--- src/rtl/scl_div_pkg.sv ---
package scl_div_pkg;

  localparam int CODE_W   = 6;
  localparam int DIV_W    = 17;
  localparam int RATE_PAD = 8;

  // Base multiplier selected by {code[5], code[1:0]}
  function automatic logic [4:0] base_mult(input logic [2:0] sel);
    logic [4:0] a;
    unique case (sel)
      3'd0: a = 5'd18;
      3'd1: a = 5'd20;
      3'd2: a = 5'd24;
      3'd3: a = 5'd30;
      3'd4: a = 5'd10;
      3'd5: a = 5'd12;
      3'd6: a = 5'd14;
      default: a = 5'd16;
    endcase
    return a;
  endfunction

  // Period = B * (A + 2*floor(3*d/B)), with B = 1 << (4 + g)
  function automatic logic [DIV_W-1:0] period_of(input logic [CODE_W-1:0]   code,
                                                 input logic [RATE_PAD-1:0] rate);
    logic [RATE_PAD-1:0] eff;
    logic [3:0]          shamt;
    logic [9:0]          triple;
    logic [9:0]          corr;
    logic [DIV_W-1:0]    sum;
    eff    = (rate == '0) ? RATE_PAD'(1) : rate;
    shamt  = 4'd4 + {1'b0, code[4:2]};
    triple = 10'(eff) * 10'd3;
    corr   = triple >> shamt;
    sum    = DIV_W'(base_mult({code[5], code[1:0]})) + DIV_W'({corr, 1'b0});
    return sum << shamt;
  endfunction

endpackage

--- src/rtl/scl_code_decode.sv ---
module scl_code_decode
  import scl_div_pkg::*;
#(
  parameter int DFSR_W = 6
) (
  input  logic [CODE_W-1:0] code_i,
  input  logic [DFSR_W-1:0] rate_i,
  output logic [DIV_W-1:0]  period_o
);

  logic [RATE_PAD-1:0] rate_ext;

  always_comb begin
    rate_ext = RATE_PAD'(rate_i);
    period_o = period_of(code_i, rate_ext);
  end

endmodule

--- src/rtl/scl_period_reg.sv ---
module scl_period_reg
  import scl_div_pkg::*;
#(
  parameter logic [DIV_W-1:0] RST_VAL = '0
) (
  input  logic             clk,
  input  logic             rst_n,
  input  logic             en_i,
  input  logic [DIV_W-1:0] period_i,
  output logic [DIV_W-1:0] period_q
);

  logic             load_en;
  logic [DIV_W-1:0] period_d;

  always_comb begin
    load_en  = ~en_i;
    period_d = load_en ? period_i : period_q;
  end

  always_ff @(posedge clk or negedge rst_n) begin
    if (!rst_n) period_q <= RST_VAL;
    else        period_q <= period_d;
  end

  // frozen while the controller runs
  p_hold_while_enabled_r5: assert property (@(posedge clk) disable iff (!rst_n)
    en_i |=> $stable(period_q));

  // every legal period is a multiple of 16 and at least 160
  p_period_range_r3: assert property (@(posedge clk) disable iff (!rst_n)
    (period_q[3:0] == 4'd0) && (period_q >= DIV_W'(160)));

endmodule

--- src/rtl/scl_phase_timer.sv ---
module scl_phase_timer
  import scl_div_pkg::*;
(
  input  logic             clk,
  input  logic             rst_n,
  input  logic             en_i,
  input  logic [DIV_W-1:0] period_i,
  output logic             level_o,
  output logic             tick_o
);

  logic             run_q, run_d;
  logic             lvl_q, lvl_d;
  logic             tick_q, tick_d;
  logic [DIV_W-1:0] cnt_q, cnt_d;
  logic [DIV_W-1:0] high_len, low_len;

  always_comb begin
    high_len = period_i >> 1;
    low_len  = period_i - high_len;
    run_d    = run_q;
    lvl_d    = lvl_q;
    cnt_d    = cnt_q;
    tick_d   = 1'b0;
    if (!en_i) begin
      run_d = 1'b0;
      lvl_d = 1'b1;
      cnt_d = '0;
    end else if (!run_q) begin
      run_d  = 1'b1;
      lvl_d  = 1'b0;
      cnt_d  = low_len - DIV_W'(1);
      tick_d = 1'b1;
    end else if (cnt_q == '0) begin
      lvl_d  = ~lvl_q;
      cnt_d  = lvl_q ? (low_len - DIV_W'(1)) : (high_len - DIV_W'(1));
      tick_d = 1'b1;
    end else begin
      cnt_d = cnt_q - DIV_W'(1);
    end
  end

  always_ff @(posedge clk or negedge rst_n) begin
    if (!rst_n) begin
      run_q  <= 1'b0;
      lvl_q  <= 1'b1;
      tick_q <= 1'b0;
      cnt_q  <= '0;
    end else begin
      run_q  <= run_d;
      lvl_q  <= lvl_d;
      tick_q <= tick_d;
      cnt_q  <= cnt_d;
    end
  end

  assign level_o = lvl_q;
  assign tick_o  = tick_q;

  // disabled means idle-high with no strobe
  p_idle_high_r8: assert property (@(posedge clk) disable iff (!rst_n)
    !en_i |=> (lvl_q && !tick_q));

  // a level change while running always carries the strobe
  p_change_has_tick_r7: assert property (@(posedge clk) disable iff (!rst_n)
    ($past(en_i) && !$stable(lvl_q)) |-> tick_q);

  // the phase counter never exceeds the longer half
  p_count_bound_r6: assert property (@(posedge clk) disable iff (!rst_n)
    (run_q && en_i) |-> (cnt_q < low_len));

endmodule

--- src/rtl/scl_rate_gen.sv ---
module scl_rate_gen
  import scl_div_pkg::*;
#(
  parameter int DFSR_W  = 6,
  parameter int CLK_KHZ = 100000
) (
  input  logic              clk,
  input  logic              rst_n,
  input  logic              en,
  input  logic [CODE_W-1:0] ratio_code,
  input  logic [DFSR_W-1:0] filt_rate,
  output logic [DIV_W-1:0]  div_value,
  output logic              scl_level,
  output logic              scl_tick
);

  localparam logic [CODE_W-1:0]   FALLBACK_CODE = 6'h31;
  localparam int                  DEF_RATE_I    = (5 * CLK_KHZ) / 100000;
  localparam logic [RATE_PAD-1:0] DEF_RATE      = RATE_PAD'(DEF_RATE_I);
  localparam logic [DIV_W-1:0]    RST_PERIOD    = period_of(FALLBACK_CODE, DEF_RATE);

  logic [DIV_W-1:0] period_dec;

  scl_code_decode #(.DFSR_W(DFSR_W)) u_decode (
    .code_i   (ratio_code),
    .rate_i   (filt_rate),
    .period_o (period_dec)
  );

  scl_period_reg #(.RST_VAL(RST_PERIOD)) u_period (
    .clk      (clk),
    .rst_n    (rst_n),
    .en_i     (en),
    .period_i (period_dec),
    .period_q (div_value)
  );

  scl_phase_timer u_timer (
    .clk      (clk),
    .rst_n    (rst_n),
    .en_i     (en),
    .period_i (div_value),
    .level_o  (scl_level),
    .tick_o   (scl_tick)
  );

endmodule

--- config.mk ---
export PLATFORM = sky130hd
export DESIGN_NAME = scl_rate_gen
export DESIGN_NICKNAME = d
export VERILOG_FILES = /design/src/rtl/scl_div_pkg.sv /design/src/rtl/scl_code_decode.sv /design/src/rtl/scl_period_reg.sv /design/src/rtl/scl_phase_timer.sv /design/src/rtl/scl_rate_gen.sv
export SDC_FILE = /design/constraint.sdc
export NUM_CORES = 1
export LEC_CHECK = 0
export BUFFER_PORTS_ARGS = -buffer_cell sky130_fd_sc_hd__buf_2
export CELL_PAD_IN_SITES_DETAIL_PLACEMENT = 1
export CELL_PAD_IN_SITES_GLOBAL_PLACEMENT = 1
export CORE_MARGIN = 2
export CORE_UTILIZATION = 40
export DETAILED_ROUTE_END_ITERATION = 16
export GPL_TIMING_DRIVEN = 0
export MAX_ROUTING_LAYER = met4
export PLACE_DENSITY = 0.73
export SYNTH_ARGS = -nofsm -noshare
export SYNTH_HDL_FRONTEND = slang
export SYNTH_HIERARCHICAL = 1
export SYNTH_SLANG_ARGS = --single-unit
--- constraint.sdc ---
create_clock -name clk -period 2.45 [get_ports clk]
set_input_delay 0.3675 -clock clk [delete_from_list [all_inputs] [get_ports clk]]
set_output_delay 0.3675 -clock clk [all_outputs]
set_load 0.05 [all_outputs]
### Word-level counts from Yosys, hierarchy flattened

Cells that the tools add are included.
W data, S select, Z words.

| word-level totals | value |
|---|---|
| register bits after elaboration | 37 |
| input port bits | 15 |
| logic and storage cells | 38 |

| cells by class | value |
|---|---|
| add/sub/neg operators | 6 |
| multiply operators | 1 |
| equal/unequal tests | 7 |
| shift-type cells | 2 |
| muxes and demuxes | 13 |
| bitwise logic cells | 1 |
| reductions and logical operators | 3 |

Operators with widths:

| kind | number |
|---|---|
| $mux W17 | 4 |
| $pmux W5 S7 | 1 |
| $sub A17 B1 Y17 const B | 2 |
| $logic_not A17 Y1 | 1 |
| $shl A17 B4 Y17 | 1 |
| $sub A16 B1 Y17 const B | 1 |
| $sub A17 B16 Y17 | 1 |
| $add A5 B11 Y12 | 1 |
| $mul A8 B2 Y10 const B | 1 |
| $shr A10 B4 Y10 | 1 |
| $eq A3 B3 Y1 const B | 3 |
| $mux W1 | 7 |
| $eq A3 B2 Y1 const B | 2 |
| $logic_not A6 Y1 | 1 |
| $mux W6 | 1 |
| $add A3 B3 Y4 const A | 1 |
| $eq A3 B1 Y1 const B | 1 |
| $logic_not A3 Y1 | 1 |
| $ne A3 B3 Y1 const B | 1 |
| $not A1 Y1 | 1 |

### Depth between registers and ports, before layout

| depth | value |
|---|---|
| word-level depth | 6 |
| depth in mapped cells | 16 |
| depth with buffers taken out | 16 |

### Hierarchy

The synthesis kept the hierarchy.

By module, submodules not included:

| module | times used | cells an instance | area each (sq um) |
|---|---|---|---|
| scl_phase_timer | 1 | 323 | 2557.5 |
| scl_code_decode | 1 | 116 | 839.6 |
| scl_period_reg | 1 | 36 | 688.2 |

### Worst setup path after synthesis

No wires, ideal clock.

| path | value |
|---|---|
| path type | in2reg |
| from | input filt_rate[5] |
| to | register u_period.period_q[14] |
| setup time | 0.125 ns |
| arrival | 2.973 ns |
| data required time | 2.325 ns |
| setup slack | -0.648 ns |
| stages on the path | 15 |
| path buffers | 0 |
| cell sequence | inv_1 > ha_1 > and3_2 > a211o_1 > a31oi_1 > o311ai_1 > o21ai_2 > ha_1 > inv_1 > fa_1 > xnor2_1 > a32oi_1 > nand2_2 > o211a_1 > mux2_2 |

| between the ends | value |
|---|---|
| longest elaborated chain between the ends | 6 |

Ends and longest elaborated chain:

| item | line | source |
|---|---|---|
| from (decl) | scl_rate_gen.sv:11 | `input logic [DFSR_W-1:0] filt_rate,` |
| $logic_not A6 Y1 | scl_div_pkg.sv:31 | `eff = (rate == '0) ? RATE_PAD'(1) : rate;` |
| $mux W6 * | scl_div_pkg.sv:31 |  |
| $mul A8 B2 Y10 * | scl_div_pkg.sv:33 | `triple = 10'(eff) * 10'd3;` |
| $shr A10 B4 Y10 * | scl_div_pkg.sv:34 | `corr = triple >> shamt;` |
| $add A5 B11 Y12 * | scl_div_pkg.sv:35 | `sum = DIV_W'(base_mult({code[5], code[1:0]})) + DIV_W'({corr, 1'b0});` |
| $shl A17 B4 Y17 * | scl_div_pkg.sv:36 | `return sum << shamt;` |
| via period_dec[14] | scl_rate_gen.sv:22 | `logic [DIV_W-1:0] period_dec;` |
| to (signal assigned) | scl_period_reg.sv:23 | `else period_q <= period_d;` |
| to (decl) | scl_period_reg.sv:10 | `output logic [DIV_W-1:0] period_q` |

Mark *: on every way through the listed nets, which the timed path passes. The rest lies on a longest branch.
A chain may end at the register's enable or synchronous reset.

### Worst setup path after layout

| path | value |
|---|---|
| from | input filt_rate[3] |
| to | register u_period.period_q[12] |

The elaborated chain is that of the path after synthesis.

==> flow_metrics.env <==
export IMPL_ys_seq_area_share_pct=22.76
export IMPL_layout_drive_gt1_share_pct=34.81
export IMPL_pwr_share_comb_pct=60.4
export IMPL_max_slew_margin_rel_pct=45.85
export IMPL_drtIter0Drc=120
export IMPL_ant_nets=0
export IMPL_hp_class="in2async"
export IMPL_final_max_slew_viol_count=0
export IMPL_arrival_ns=3.35
export IMPL_path_clk_slew_ns=0.08
export IMPL_die_w_um=105.1
export IMPL_finalCritPeriodShare_pct=129.4
export IMPL_violations="setup timing"
export IMPL_fillers=1138
export IMPL_yosysTopAreaCell="dfrtp_1"
export IMPL_wl_per_cell_um=18.18
export IMPL_synth_most_common_cell="ha_1"
export IMPL_drv_cap=0
export IMPL_diodes=0
export IMPL_worstReg2RegStart="u_period/period_q[8]$_DFFE_PN0N_"
export IMPL_cp_required_ns=2.63
export IMPL_first_global_vias=4069
export IMPL_cts_tree="yes"
export IMPL_vdd_ir_drop_max_uv=341.3
export IMPL_holdBufCountCts=0
export IMPL_ys_types=73
export IMPL_synth_edf_count=0
export IMPL_stdcell_count=673
export IMPL_worstMarginPinSlew_ns=0.8123
export IMPL_fin_setup_tns_ns=-6.359
export IMPL_path_max_fanout=4
export IMPL_internal_power_mw=2.108
export IMPL_syn2layout_area_growth_pct=26.98
export IMPL_grt_setup_unrepaired="yes"
export IMPL_dp_cells=645
export IMPL_crit_path_end_kind="register"
export IMPL_postSynthCellCount=475
export IMPL_p_clk_share_pct=16.9
export IMPL_drcViolationCount=0
export IMPL_cts_buffers=5
export IMPL_ios=34
export IMPL_final_setup_viol_count=12
export IMPL_synth_async_reset_ratio_pct=100.0
export IMPL_core_um2=9864
export IMPL_routed_wl_mm=12.23
export IMPL_synth_top_area_share_pct=20.83
export IMPL_power_frac_seq_pct=22.7
export IMPL_placed_cell_area_um2=4534
export IMPL_clock_path_buffers=2
export IMPL_startpoint="filt_rate[3]"
export IMPL_ys_flop_type="dfrtp_1"
export IMPL_r2r_cells=10
export IMPL_outcome="finished, violations left"
export IMPL_switchingPower_mw=1.666
export IMPL_htreeDepth=2
export IMPL_hold_violations=0
export IMPL_rows=36
export IMPL_crit_end="u_period/period_q[12]$_DFFE_PN0N_"
export IMPL_grt_pass1_wl_mm=19.60
export IMPL_timing_rr_end="u_timer/cnt_q[16]$_DFF_PN0_"
export IMPL_swShare_pct=44.14
export IMPL_cts_sinks=37
export IMPL_syn_area_per_cell_um2=8.600
export IMPL_avgViaCountPerCell=5.484
export IMPL_nets=602
export IMPL_design_area_um2=5187
export IMPL_die_area_um2=11040
export IMPL_power_density_nw_per_um2=727.5
export IMPL_clk_latency_ns=0.30
export IMPL_leakage_nw=2.259
export IMPL_worstSetupPathType="in2reg"
export IMPL_synth_warnings=6
export IMPL_worst_slack_ns=-0.7204
export IMPL_grt_use_total_pct=22.54
export IMPL_numPortBuffers=33
export IMPL_hpwl_mm=9.003
export IMPL_worstSetupStartpointType="input port"
export IMPL_antenna_found_initial=0
export IMPL_via_count=3691
export IMPL_grt_remaining_overflow=0
export IMPL_die_h_um=105.1
export IMPL_worst_clock_skew_ns=0.004606
export IMPL_fin_crit_ns=3.170
export IMPL_reg2reg_setup_slack_ns=-0.03
export IMPL_cts_root_buf="clkbuf_8"
export IMPL_dr_pass1_iters=4
export IMPL_grt_max_degree=38
export IMPL_fmax_mhz=315.4
export IMPL_initial_core_util_pct=41.41
export IMPL_gp_congestion=0.8886
export IMPL_ys_top_cells_by_count="ha_1, inv_1, nor2_1, dfrtp_1, xnor2_1"
export IMPL_synth_area_leaders="dfrtp_1, ha_1, xnor2_1, mux2_4, inv_1"
export IMPL_ys_ff_latch=37
export IMPL_syn_cell_area_um2=4085
flip-flops by register name, summed over array words and instances (netlist names):
name / cells
u_period/period_q: 17
u_timer/cnt_q: 17
u_timer/level_o: 1
u_timer/run_q: 1
u_timer/tick_o: 1
stage by stage:
stage | total power, mW | utilization [%] | hold slack [ns] | setup WS, ns
2_1_floorplan | 2.240 | - | 0.07191 | -0.6045
3_3_place_gp | 2.629 | 45.97 | 0.4973 | -1.010
3_5_place_dp | 2.680 | 45.97 | 0.5099 | -1.064
4_1_cts | 3.560 | 50.09 | 0.1766 | -0.5672
5_1_grt | 4.022 | 52.59 | 0.2181 | -0.8076
6_report | 3.774 | 52.59 | 0.1535 | -0.7204
power by group through the flow:
stage | Combinational, mW | Sequential, mW | Clock [mW]
after floorplan | 1.27 | 0.970 | 0
after global placement | 1.77 | 0.858 | 0
after detailed placement | 1.81 | 0.867 | 0
after CTS | 2.04 | 0.855 | 0.661
after global routing | 2.47 | 0.874 | 0.678
final | 2.28 | 0.856 | 0.638
worst min path at each step:
stage                from                          endpoint  slack, ns  cells after the start
global placement    rst_n  u_period/period_q[4]$_DFFE_PN0N_       0.50                      1
detailed placement  rst_n  u_period/period_q[4]$_DFFE_PN0N_       0.51                      1
finish              rst_n  u_period/period_q[3]$_DFFE_PN0N_       0.15                      1
floorplan           rst_n  u_period/period_q[0]$_DFFE_PN0N_       0.07                      0
global route        rst_n  u_period/period_q[3]$_DFFE_PN0N_       0.22                      1
CTS                 rst_n  u_period/period_q[4]$_DFFE_PN0N_       0.18                      1
worst max-delay path, stage by stage:
cell      delay (ns)
buf_8           0.09
inv_4           0.03
ha_4            0.26
o211ai_4        0.08
a211oi_2        0.33
xnor2_1         0.12
mux2_4          0.31
o21ai_4         0.17
ha_4            0.16
inv_2           0.04
fa_2            0.38
xnor2_2         0.17
a32oi_2         0.23
buf_4           0.16
a21oi_2         0.04
a21o_1          0.16
mux2_4          0.26
layout by cell type, fill, tap and decap left out, types with 10 or more instances in the layout:
master	instances
xnor2_1	30
dfrtp_1	23
o21ai_0	10
inv_1	31
mux2_4	11
xor2_1	17
nor2_1	33
buf_4	23
ha_1	35
buf_2	32
nand2b_1	10
a21oi_1	24
dfrtp_2	11
nand2_1	28
nor3_2	10
cell families after synthesis:
kind of cell,after synthesis,share of synthesized area (%)
multiplexers,20,6.463
XOR/XNOR,48,10.29
adder cells (fa/ha/maj),48,15.07
other,1,0.09180
buffers and inverters,60,7.228
AO/OA/AOI/OAI,114,19.33
AND/OR/NAND/NOR,147,18.78
flip-flops,37,22.76
what timing repair did:
action | CTS | global route
endpoints found under the setup margin | 23 | 23
buffers inserted | 11 | 9
pin swaps | 13 | 16
resized for setup | 43 | 38
cell type report:
cell class              instances  area [um^2]  share of cell area [%]
inverters                      43        168.9                   3.256
clock inverters                 3        65.06                   1.254
flip-flops and latches         37        943.4                   18.19
plain buffers                  17        133.9                   2.581
repair buffers                 53        364.1                   7.019
clock buffers                   5        68.82                   1.327
multi-input cells             382         3277                   63.17
well taps                     133        166.4                   3.208
metal layers:
| layer | share of wire, % | global-route usage, % |
|---|---|---|
| met4 | 2.1 | 8.381 |
| met5 | 0 | - |
| met3 | 1.8 | 2.807 |
| met1 | 43 | 25.32 |
| met2 | 53 | 40.77 |
(Power assumes the default switching activity.)
